### src/rtl/sb_pkg.sv
package sb_pkg;

  localparam int NUM_FU   = 4;
  localparam int NUM_REGS = 8;
  localparam int OP_W     = 3;
  localparam int REG_W    = $clog2(NUM_REGS);
  localparam int TAG_W    = $clog2(NUM_FU + 1);

  typedef logic [TAG_W-1:0] tag_t;
  typedef logic [REG_W-1:0] reg_t;
  typedef logic [OP_W-1:0]  op_t;

  typedef enum logic [1:0] {
    CLS_INT = 2'd0,
    CLS_MUL = 2'd1,
    CLS_ADD = 2'd2,
    CLS_RSV = 2'd3
  } fu_class_e;

  typedef enum logic [1:0] {
    ST_IDLE = 2'd0,
    ST_READ = 2'd1,
    ST_EXEC = 2'd2,
    ST_WB   = 2'd3
  } fu_stage_e;

  // Status record held for each functional unit.
  typedef struct packed {
    logic      busy;
    op_t       op;
    reg_t      fi;
    reg_t      fj;
    reg_t      fk;
    tag_t      qj;
    tag_t      qk;
    logic      rj;
    logic      rk;
    fu_stage_e stage;
  } fu_rec_t;

  // Class requested by an opcode (upper two bits).
  function automatic fu_class_e op_class(op_t op);
    return fu_class_e'(op[OP_W-1 -: 2]);
  endfunction

  // Class served by a unit tag: first is integer, last is adder, rest multiply.
  function automatic fu_class_e unit_class(int tag);
    if (tag == 1)
      return CLS_INT;
    else if (tag == NUM_FU)
      return CLS_ADD;
    else
      return CLS_MUL;
  endfunction

  // A producer tag that writes back this cycle counts as already resolved.
  function automatic tag_t tag_after_wb(tag_t t, logic [NUM_FU-1:0] wb);
    for (int u = 0; u < NUM_FU; u++) begin
      if (wb[u] && t == tag_t'(u + 1)) return '0;
    end
    return t;
  endfunction

  // Reader still needs the old value of register wdst.
  function automatic logic war_conflict(reg_t wdst, reg_t fj, reg_t fk,
                                        logic rj, logic rk, fu_stage_e st);
    return (st == ST_READ) && ((rj && fj == wdst) || (rk && fk == wdst));
  endfunction

endpackage

### src/rtl/sb_unit_sel.sv
module sb_unit_sel
  import sb_pkg::*;
(
  input  logic [NUM_FU-1:0] busy,
  input  fu_class_e         want,
  output logic              found,
  output tag_t              tag
);

  // Descending scan so that the lowest free matching unit wins.
  always_comb begin
    found = 1'b0;
    tag   = '0;
    for (int i = NUM_FU - 1; i >= 0; i--) begin
      if (!busy[i] && unit_class(i + 1) == want) begin
        found = 1'b1;
        tag   = tag_t'(i + 1);
      end
    end
  end

endmodule

### src/rtl/sb_result_table.sv
module sb_result_table
  import sb_pkg::*;
(
  input  logic                    clk,
  input  logic                    rst_n,
  input  logic                    set_en,
  input  reg_t                    set_reg,
  input  tag_t                    set_tag,
  input  logic [NUM_FU-1:0]       clr_en,
  input  logic [NUM_FU*REG_W-1:0] clr_reg,
  input  reg_t                    rd_a,
  input  reg_t                    rd_b,
  input  reg_t                    rd_d,
  output tag_t                    tag_a,
  output tag_t                    tag_b,
  output tag_t                    tag_d
);

  tag_t tab [NUM_REGS];

  generate
    for (genvar r = 0; r < NUM_REGS; r++) begin : g_reg
      always_ff @(posedge clk) begin
        if (!rst_n) begin
          tab[r] <= '0;
        end else begin
          for (int u = 0; u < NUM_FU; u++) begin
            if (clr_en[u] && clr_reg[u*REG_W +: REG_W] == reg_t'(r)
                && tab[r] == tag_t'(u + 1))
              tab[r] <= '0;
          end
          if (set_en && set_reg == reg_t'(r))
            tab[r] <= set_tag;
        end
      end
    end
  endgenerate

  assign tag_a = tab[rd_a];
  assign tag_b = tab[rd_b];
  assign tag_d = tab[rd_d];

endmodule

### src/rtl/sb_fu_entry.sv
module sb_fu_entry
  import sb_pkg::*;
(
  input  logic              clk,
  input  logic              rst_n,
  input  logic              alloc,
  input  op_t               a_op,
  input  reg_t              a_dst,
  input  reg_t              a_sa,
  input  reg_t              a_sb,
  input  tag_t              a_qj,
  input  tag_t              a_qk,
  input  logic [NUM_FU-1:0] wb_all,
  input  logic              ex_done,
  input  logic              war_hold,
  output logic              busy,
  output op_t               op,
  output reg_t              fi,
  output reg_t              fj,
  output reg_t              fk,
  output logic              rj,
  output logic              rk,
  output fu_stage_e         stage,
  output logic              rd_go,
  output logic              wb_go
);

  fu_rec_t rec;

  assign rd_go = (rec.stage == ST_READ) && rec.rj && rec.rk;
  assign wb_go = (rec.stage == ST_WB) && !war_hold;

  always_ff @(posedge clk) begin
    if (!rst_n) begin
      rec <= '0;
    end else if (alloc) begin
      rec.busy  <= 1'b1;
      rec.op    <= a_op;
      rec.fi    <= a_dst;
      rec.fj    <= a_sa;
      rec.fk    <= a_sb;
      rec.qj    <= a_qj;
      rec.qk    <= a_qk;
      rec.rj    <= (a_qj == '0);
      rec.rk    <= (a_qk == '0);
      rec.stage <= ST_READ;
    end else begin
      case (rec.stage)
        ST_READ: begin
          if (rd_go) begin
            rec.stage <= ST_EXEC;
            rec.rj    <= 1'b0;
            rec.rk    <= 1'b0;
          end else begin
            for (int u = 0; u < NUM_FU; u++) begin
              if (wb_all[u] && rec.qj == tag_t'(u + 1)) begin
                rec.qj <= '0;
                rec.rj <= 1'b1;
              end
              if (wb_all[u] && rec.qk == tag_t'(u + 1)) begin
                rec.qk <= '0;
                rec.rk <= 1'b1;
              end
            end
          end
        end
        ST_EXEC: begin
          if (ex_done) rec.stage <= ST_WB;
        end
        ST_WB: begin
          if (wb_go) begin
            rec.busy  <= 1'b0;
            rec.stage <= ST_IDLE;
          end
        end
        default: ;
      endcase
    end
  end

  assign busy  = rec.busy;
  assign op    = rec.op;
  assign fi    = rec.fi;
  assign fj    = rec.fj;
  assign fk    = rec.fk;
  assign rj    = rec.rj;
  assign rk    = rec.rk;
  assign stage = rec.stage;

endmodule

### src/rtl/sb_ctrl.sv
module sb_ctrl
  import sb_pkg::*;
(
  input  logic                   clk,
  input  logic                   rst_n,
  input  logic                   in_valid,
  input  logic [OP_W-1:0]        in_op,
  input  logic [REG_W-1:0]       in_dst,
  input  logic [REG_W-1:0]       in_src_a,
  input  logic [REG_W-1:0]       in_src_b,
  output logic                   in_ready,
  output logic [TAG_W-1:0]       in_unit,
  output logic [NUM_FU-1:0]      rd_go,
  input  logic [NUM_FU-1:0]      ex_done,
  output logic [NUM_FU-1:0]      wb_go,
  output logic [NUM_FU-1:0]      unit_busy,
  output logic [NUM_FU*OP_W-1:0] unit_op
);

  fu_class_e want_cls;
  logic      unit_free;
  tag_t      sel_tag;
  tag_t      tag_a, tag_b, tag_d;
  tag_t      qj_new, qk_new;
  logic      struct_stall;
  logic      waw_stall;
  logic      issue_fire;

  logic [NUM_FU-1:0]       alloc;
  logic [NUM_FU-1:0]       war_hold;
  logic [NUM_FU*REG_W-1:0] unit_dst_flat;

  reg_t      ent_fi    [NUM_FU];
  reg_t      ent_fj    [NUM_FU];
  reg_t      ent_fk    [NUM_FU];
  logic      ent_rj    [NUM_FU];
  logic      ent_rk    [NUM_FU];
  fu_stage_e ent_stage [NUM_FU];
  op_t       ent_op    [NUM_FU];

  assign want_cls = op_class(in_op);

  sb_unit_sel u_sel (
    .busy  (unit_busy),
    .want  (want_cls),
    .found (unit_free),
    .tag   (sel_tag)
  );

  sb_result_table u_rtab (
    .clk     (clk),
    .rst_n   (rst_n),
    .set_en  (issue_fire),
    .set_reg (in_dst),
    .set_tag (sel_tag),
    .clr_en  (wb_go),
    .clr_reg (unit_dst_flat),
    .rd_a    (in_src_a),
    .rd_b    (in_src_b),
    .rd_d    (in_dst),
    .tag_a   (tag_a),
    .tag_b   (tag_b),
    .tag_d   (tag_d)
  );

  // Stall reasons, named for observation.
  assign struct_stall = !unit_free;
  assign waw_stall    = (tag_d != '0);
  assign in_ready     = !struct_stall && !waw_stall;
  assign in_unit      = sel_tag;
  assign issue_fire   = in_valid && in_ready;

  // Source producers, with a same-cycle write-back treated as done.
  assign qj_new = tag_after_wb(tag_a, wb_go);
  assign qk_new = tag_after_wb(tag_b, wb_go);

  generate
    for (genvar g = 0; g < NUM_FU; g++) begin : g_fu
      assign alloc[g] = issue_fire && (sel_tag == tag_t'(g + 1));

      sb_fu_entry u_ent (
        .clk      (clk),
        .rst_n    (rst_n),
        .alloc    (alloc[g]),
        .a_op     (in_op),
        .a_dst    (in_dst),
        .a_sa     (in_src_a),
        .a_sb     (in_src_b),
        .a_qj     (qj_new),
        .a_qk     (qk_new),
        .wb_all   (wb_go),
        .ex_done  (ex_done[g]),
        .war_hold (war_hold[g]),
        .busy     (unit_busy[g]),
        .op       (ent_op[g]),
        .fi       (ent_fi[g]),
        .fj       (ent_fj[g]),
        .fk       (ent_fk[g]),
        .rj       (ent_rj[g]),
        .rk       (ent_rk[g]),
        .stage    (ent_stage[g]),
        .rd_go    (rd_go[g]),
        .wb_go    (wb_go[g])
      );

      assign unit_dst_flat[g*REG_W +: REG_W] = ent_fi[g];
      assign unit_op[g*OP_W +: OP_W]         = ent_op[g];
    end
  endgenerate

  // Anti-dependence hold: another unit still has to read the old value.
  always_comb begin
    for (int u = 0; u < NUM_FU; u++) begin
      war_hold[u] = 1'b0;
      for (int f = 0; f < NUM_FU; f++) begin
        if (f != u && war_conflict(ent_fi[u], ent_fj[f], ent_fk[f],
                                   ent_rj[f], ent_rk[f], ent_stage[f]))
          war_hold[u] = 1'b1;
      end
    end
  end

endmodule

### config.mk
export PLATFORM = sky130hd
export DESIGN_NAME = sb_ctrl
export DESIGN_NICKNAME = d
export VERILOG_FILES = /design/src/rtl/sb_pkg.sv /design/src/rtl/sb_unit_sel.sv /design/src/rtl/sb_result_table.sv /design/src/rtl/sb_fu_entry.sv /design/src/rtl/sb_ctrl.sv
export SDC_FILE = /design/constraint.sdc
export NUM_CORES = 1
export LEC_CHECK = 0
export CELL_PAD_IN_SITES_DETAIL_PLACEMENT = 1
export CELL_PAD_IN_SITES_GLOBAL_PLACEMENT = 1
export CORE_ASPECT_RATIO = 1.4
export CORE_UTILIZATION = 35
export DETAILED_ROUTE_END_ITERATION = 10
export PLACE_DENSITY_LB_ADDON = 0.1
export SYNTH_ARGS = -nofsm -noshare
export SYNTH_HDL_FRONTEND = slang
export SYNTH_SLANG_ARGS = --single-unit
### constraint.sdc
create_clock -name clk -period 3.5 [get_ports clk]
set_input_delay 0.875 -clock clk [delete_from_list [all_inputs] [get_ports clk]]
set_output_delay 0.875 -clock clk [all_outputs]
set_load 0.02 [all_outputs]
==> results.md <==
* Status: complete, no violations
* Detailed placement HPWL at 22.1 mm
* Post-route minimum period at 3.41 ns
* Seq pwr share at 0.376
* Synthesized instance count at 885
* Vias at 7,141
* Setup crit end kind: output pin
* Root Driver: clkbuf_16
* Post-layout net count at 1,002
* Slew Limit Headroom at 0.534
* Adder-cell share of the synthesized area at 0.0389
* Setup ws final at 0.0913 ns
* Cell Area, Synth at 7720 um2
* VDD IR-drop max at 0.343 mV
* Synthesis warning total at 0
* Power, Total at 3990 uW
* Proportion of synthesized area in mux cells at 0.0718
* Max Cap Violations at 0
* # rows at 63
* Chip width at 128 um
* Switching pwr at 1150 uW
* First-pass DRT Iterations at 5
* CTS Buf Count at 17
* Count of port buffers added during placement at 46
* Largest net degree at the start of global routing at 37
* Hold/Removal Path Class: register to register
* Synth Register Bits at 116
* RSZ-0062 raised after global routing: no
* Ports at 47
* Worst-path clk slew at 0.06 ns
* Synth cell types at 81
* Crit Path Class: register to output pin
* Worst Path Required at 2.62 ns
* Ys flop type: dfxtp_1
* GP Congestion at 0.900
* TNS Setup at 0 ns
* Area of the multi-input gates at 4530 um2
* Slew @ Worst Pin at 0.682 ns
* DRC Markers at 0
* CORE AREA at 21,400 um2
* Maximum clock path buffer count at 2
* # hold bufs at CTS at 0
* Fill cell count at 2,532
* Reg2Reg Setup Slack at 0.29 ns
* DP Area at 8730 um2
* Int Pwr at 2840 uW
* Setup-failing EPs final at 0
* Die Footprint at 22,700 um2
* Via/cell ratio at 5.65
* Sequential standard cell area at 2580 um2
* Area delta synth->final at 21.7%
* Vias in the first global route at 7,628
* Clock share of power at 0.460
* WL/cell at 23.0 um
* Die H at 178 um
* Post-synth EDFFs at 24
* Compound-Gate Fraction of Synth Area at 0.165
* CTS tree: built
* First-pass GRT wire length at 45.2 mm
* Clk_skew at 0.0111 ns
* Overflow after GRT at 0
* Max Fclk at 293 MHz
* Ratio of total power to cell area at 425 nW/um2
* Syn Area/Cell at 8.72 um2
* DRT antenna net count at 0
* WL final at 29.1 mm
* Switching Fraction at 0.287
* Layout cell share with drive strength beyond 1 at 0.176
* Leakage Power at 0.00322 uW
* Cell area after layout at 9390 um2
* Starting density of the core at 0.360
* Setup WS pre-CTS at -0.335 ns
* CP max FO at 12
* Final hold vios at 0
* Crit path DAT at 2.53 ns
* Post-synth ARST share at 0
* Critical path launch point type: register
* Largest family of logic cells by synthesized area: simple AND/OR/NAND/NOR gates
* Initial antenna violation count at 0
* Clk sinks at 116
* Post-Synth XOR/XNOR Area at 0.0817
* GRT Overall Usage at 0.270
* Simple-gate portion of the synthesized area at 0.226
* Number of diodes at 0
* Initial DRC Count at 331
* Post-synthesis sequential area ratio at 0.332
* Period utilisation layout at 0.974
* Worst-Skew Late Latency at 0.43 ns
* Power share of the combinational group at 0.165
* Final Slew Violations at 0
* Syn Nets at 928
* H-Tree Depth at 4
-- state kept, by name, summed over array words and instances (netlist names), 8 cells and up --
name / cells
g_fu.u_ent.stage: 8
g_fu.u_ent.rec: 24
g_fu.u_ent.fj: 12
g_fu.u_ent.op: 12
g_fu.u_ent.fi: 12
g_fu.u_ent.fk: 12
u_rtab.tab: 24
-- cells in the mapped netlist, types with 3 or more instances --
| library cell | number | area (um2) |
|---|---|---|
| nand2_1 | 109 | 409 |
| dfxtp_1 | 92 | 1840 |
| nor2_1 | 79 | 297 |
| xnor2_1 | 72 | 631 |
| a21oi_1 | 55 | 275 |
| inv_1 | 33 | 124 |
| buf_4 | 32 | 240 |
| nand4_1 | 31 | 194 |
| mux2i_1 | 25 | 250 |
| edfxtp_1 | 24 | 721 |
| ha_1 | 24 | 300 |
| nand3_1 | 22 | 110 |
| nand2b_1 | 19 | 119 |
| clkbuf_1 | 17 | 63.8 |
| nor3_1 | 17 | 85.1 |
| buf_2 | 16 | 80.1 |
| buf_6 | 12 | 135 |
| mux4_2 | 12 | 270 |
| o21ai_0 | 12 | 60.1 |
| a31oi_1 | 10 | 62.6 |
| nor4_1 | 10 | 62.6 |
| a21boi_0 | 9 | 67.6 |
| nor2b_1 | 9 | 56.3 |
| o22ai_1 | 9 | 56.3 |
| o31ai_1 | 8 | 60.1 |
| a211oi_1 | 7 | 52.6 |
| and3_1 | 7 | 43.8 |
| nor4b_1 | 6 | 52.6 |
| a211o_1 | 5 | 43.8 |
| a311o_1 | 5 | 50.1 |
| nor3b_1 | 5 | 37.5 |
| o311ai_0 | 5 | 43.8 |
| a2bb2o_1 | 4 | 40.0 |
| a311oi_1 | 4 | 35.0 |
| and2_1 | 4 | 25.0 |
| o311ai_1 | 4 | 35.0 |
| o32ai_1 | 4 | 35.0 |
| or3_1 | 4 | 25.0 |
| a21boi_1 | 3 | 22.5 |
| a22oi_1 | 3 | 22.5 |
| mux2_2 | 3 | 33.8 |
| o2111ai_1 | 3 | 26.3 |
| o21ai_1 | 3 | 15.0 |
-- power by group through the flow --
stage          Sequential (uW)  Combinational (uW)  Clock, uW
6_report                  1500                 657       1830
2_1_floorplan             1490                 402          0
5_1_grt                   1510                 716       1920
3_5_place_dp              1520                 654          0
4_1_cts                   1500                 660       1870
3_3_place_gp              1520                 619          0
-- worst max-delay path: stages (launching register included) --
cell             delay [ns]
dfxtp_2                0.59
xnor2_1                0.17
nand4_1                0.14
a21oi_1                0.40
nor4b_4                0.09
buf_4                  0.17
clkdlybuf4s50_1        0.54
-- stage by stage --
step	util	std cells	hold WS (ns)
finish	0.438	1264	0.466
global route	0.438	1264	0.492
CTS	0.437	1264	0.470
detailed placement	0.407	1230	0.459
global placement	0.407	1230	0.447
floorplan	-	885	0.437
-- repair_timing --
item	CTS	global route
pin swaps	1	0
hold endpoints to repair	0	0
resized for setup	22	7
buffers inserted	2	0
endpoints found under the setup margin	13	5
-- cells by family after synthesis --
kind of cell,count (synthesis)
compound gates,179
xor+xnor,72
fa+ha+maj,24
buf+inv,111
flops,116
mux,40
simple gates,343
-- routing by layer --
layer	vias to the layer above	track usage	routed length, um
li1	3308	-	-
met1	3599	0.298	11500
met2	170	0.500	15600
met3	64	0.0404	886
met4	0	0.132	1120
met5	-	0	0
-- area by class of cell --
type                       count  share of cell area
timing repair buffer         132               0.125
tap                          292              0.0389
clock buffer                  21              0.0525
multi-input combinational    658               0.482
clock inverter                11              0.0129
inverter                      34              0.0136
sequential                   116               0.274
-- worst paths after layout --
path / startpoint / end / depth (start not counted)
worst max-delay path: g_fu[0].u_ent.fi[2] / wb_go[0] / 6
worst min-delay path: g_fu[1].u_ent.op[1] / g_fu[1].u_ent.op[1] / 2
worst min register to register: g_fu[1].u_ent.op[1] / g_fu[1].u_ent.op[1] / 2
worst max register to register: g_fu[0].u_ent.fi[2] / g_fu[3].u_ent.rj / 11
-- cell usage in the layout, fill, tap and decap left out, types with 6 or more instances in the layout --
cell type,n
dfxtp_2,11
nor2b_1,9
and3_1,7
xnor2_1,72
dfxtp_1,81
o22ai_1,9
ha_1,23
clkbuf_16,19
a21boi_1,7
buf_12,6
mux4_2,12
inv_1,32
nand4_1,31
nor2_1,79
mux2i_1,25
nand2_1,109
nor4_1,9
o21ai_0,12
clkdlybuf4s50_1,40
a21oi_1,55
nor3_1,16
buf_4,80
nand2b_1,19
a31oi_1,10
o31ai_1,8
nand3_1,22
edfxtp_1,24
a211oi_1,7
Note: power is estimated with default switching activity, not from simulation.
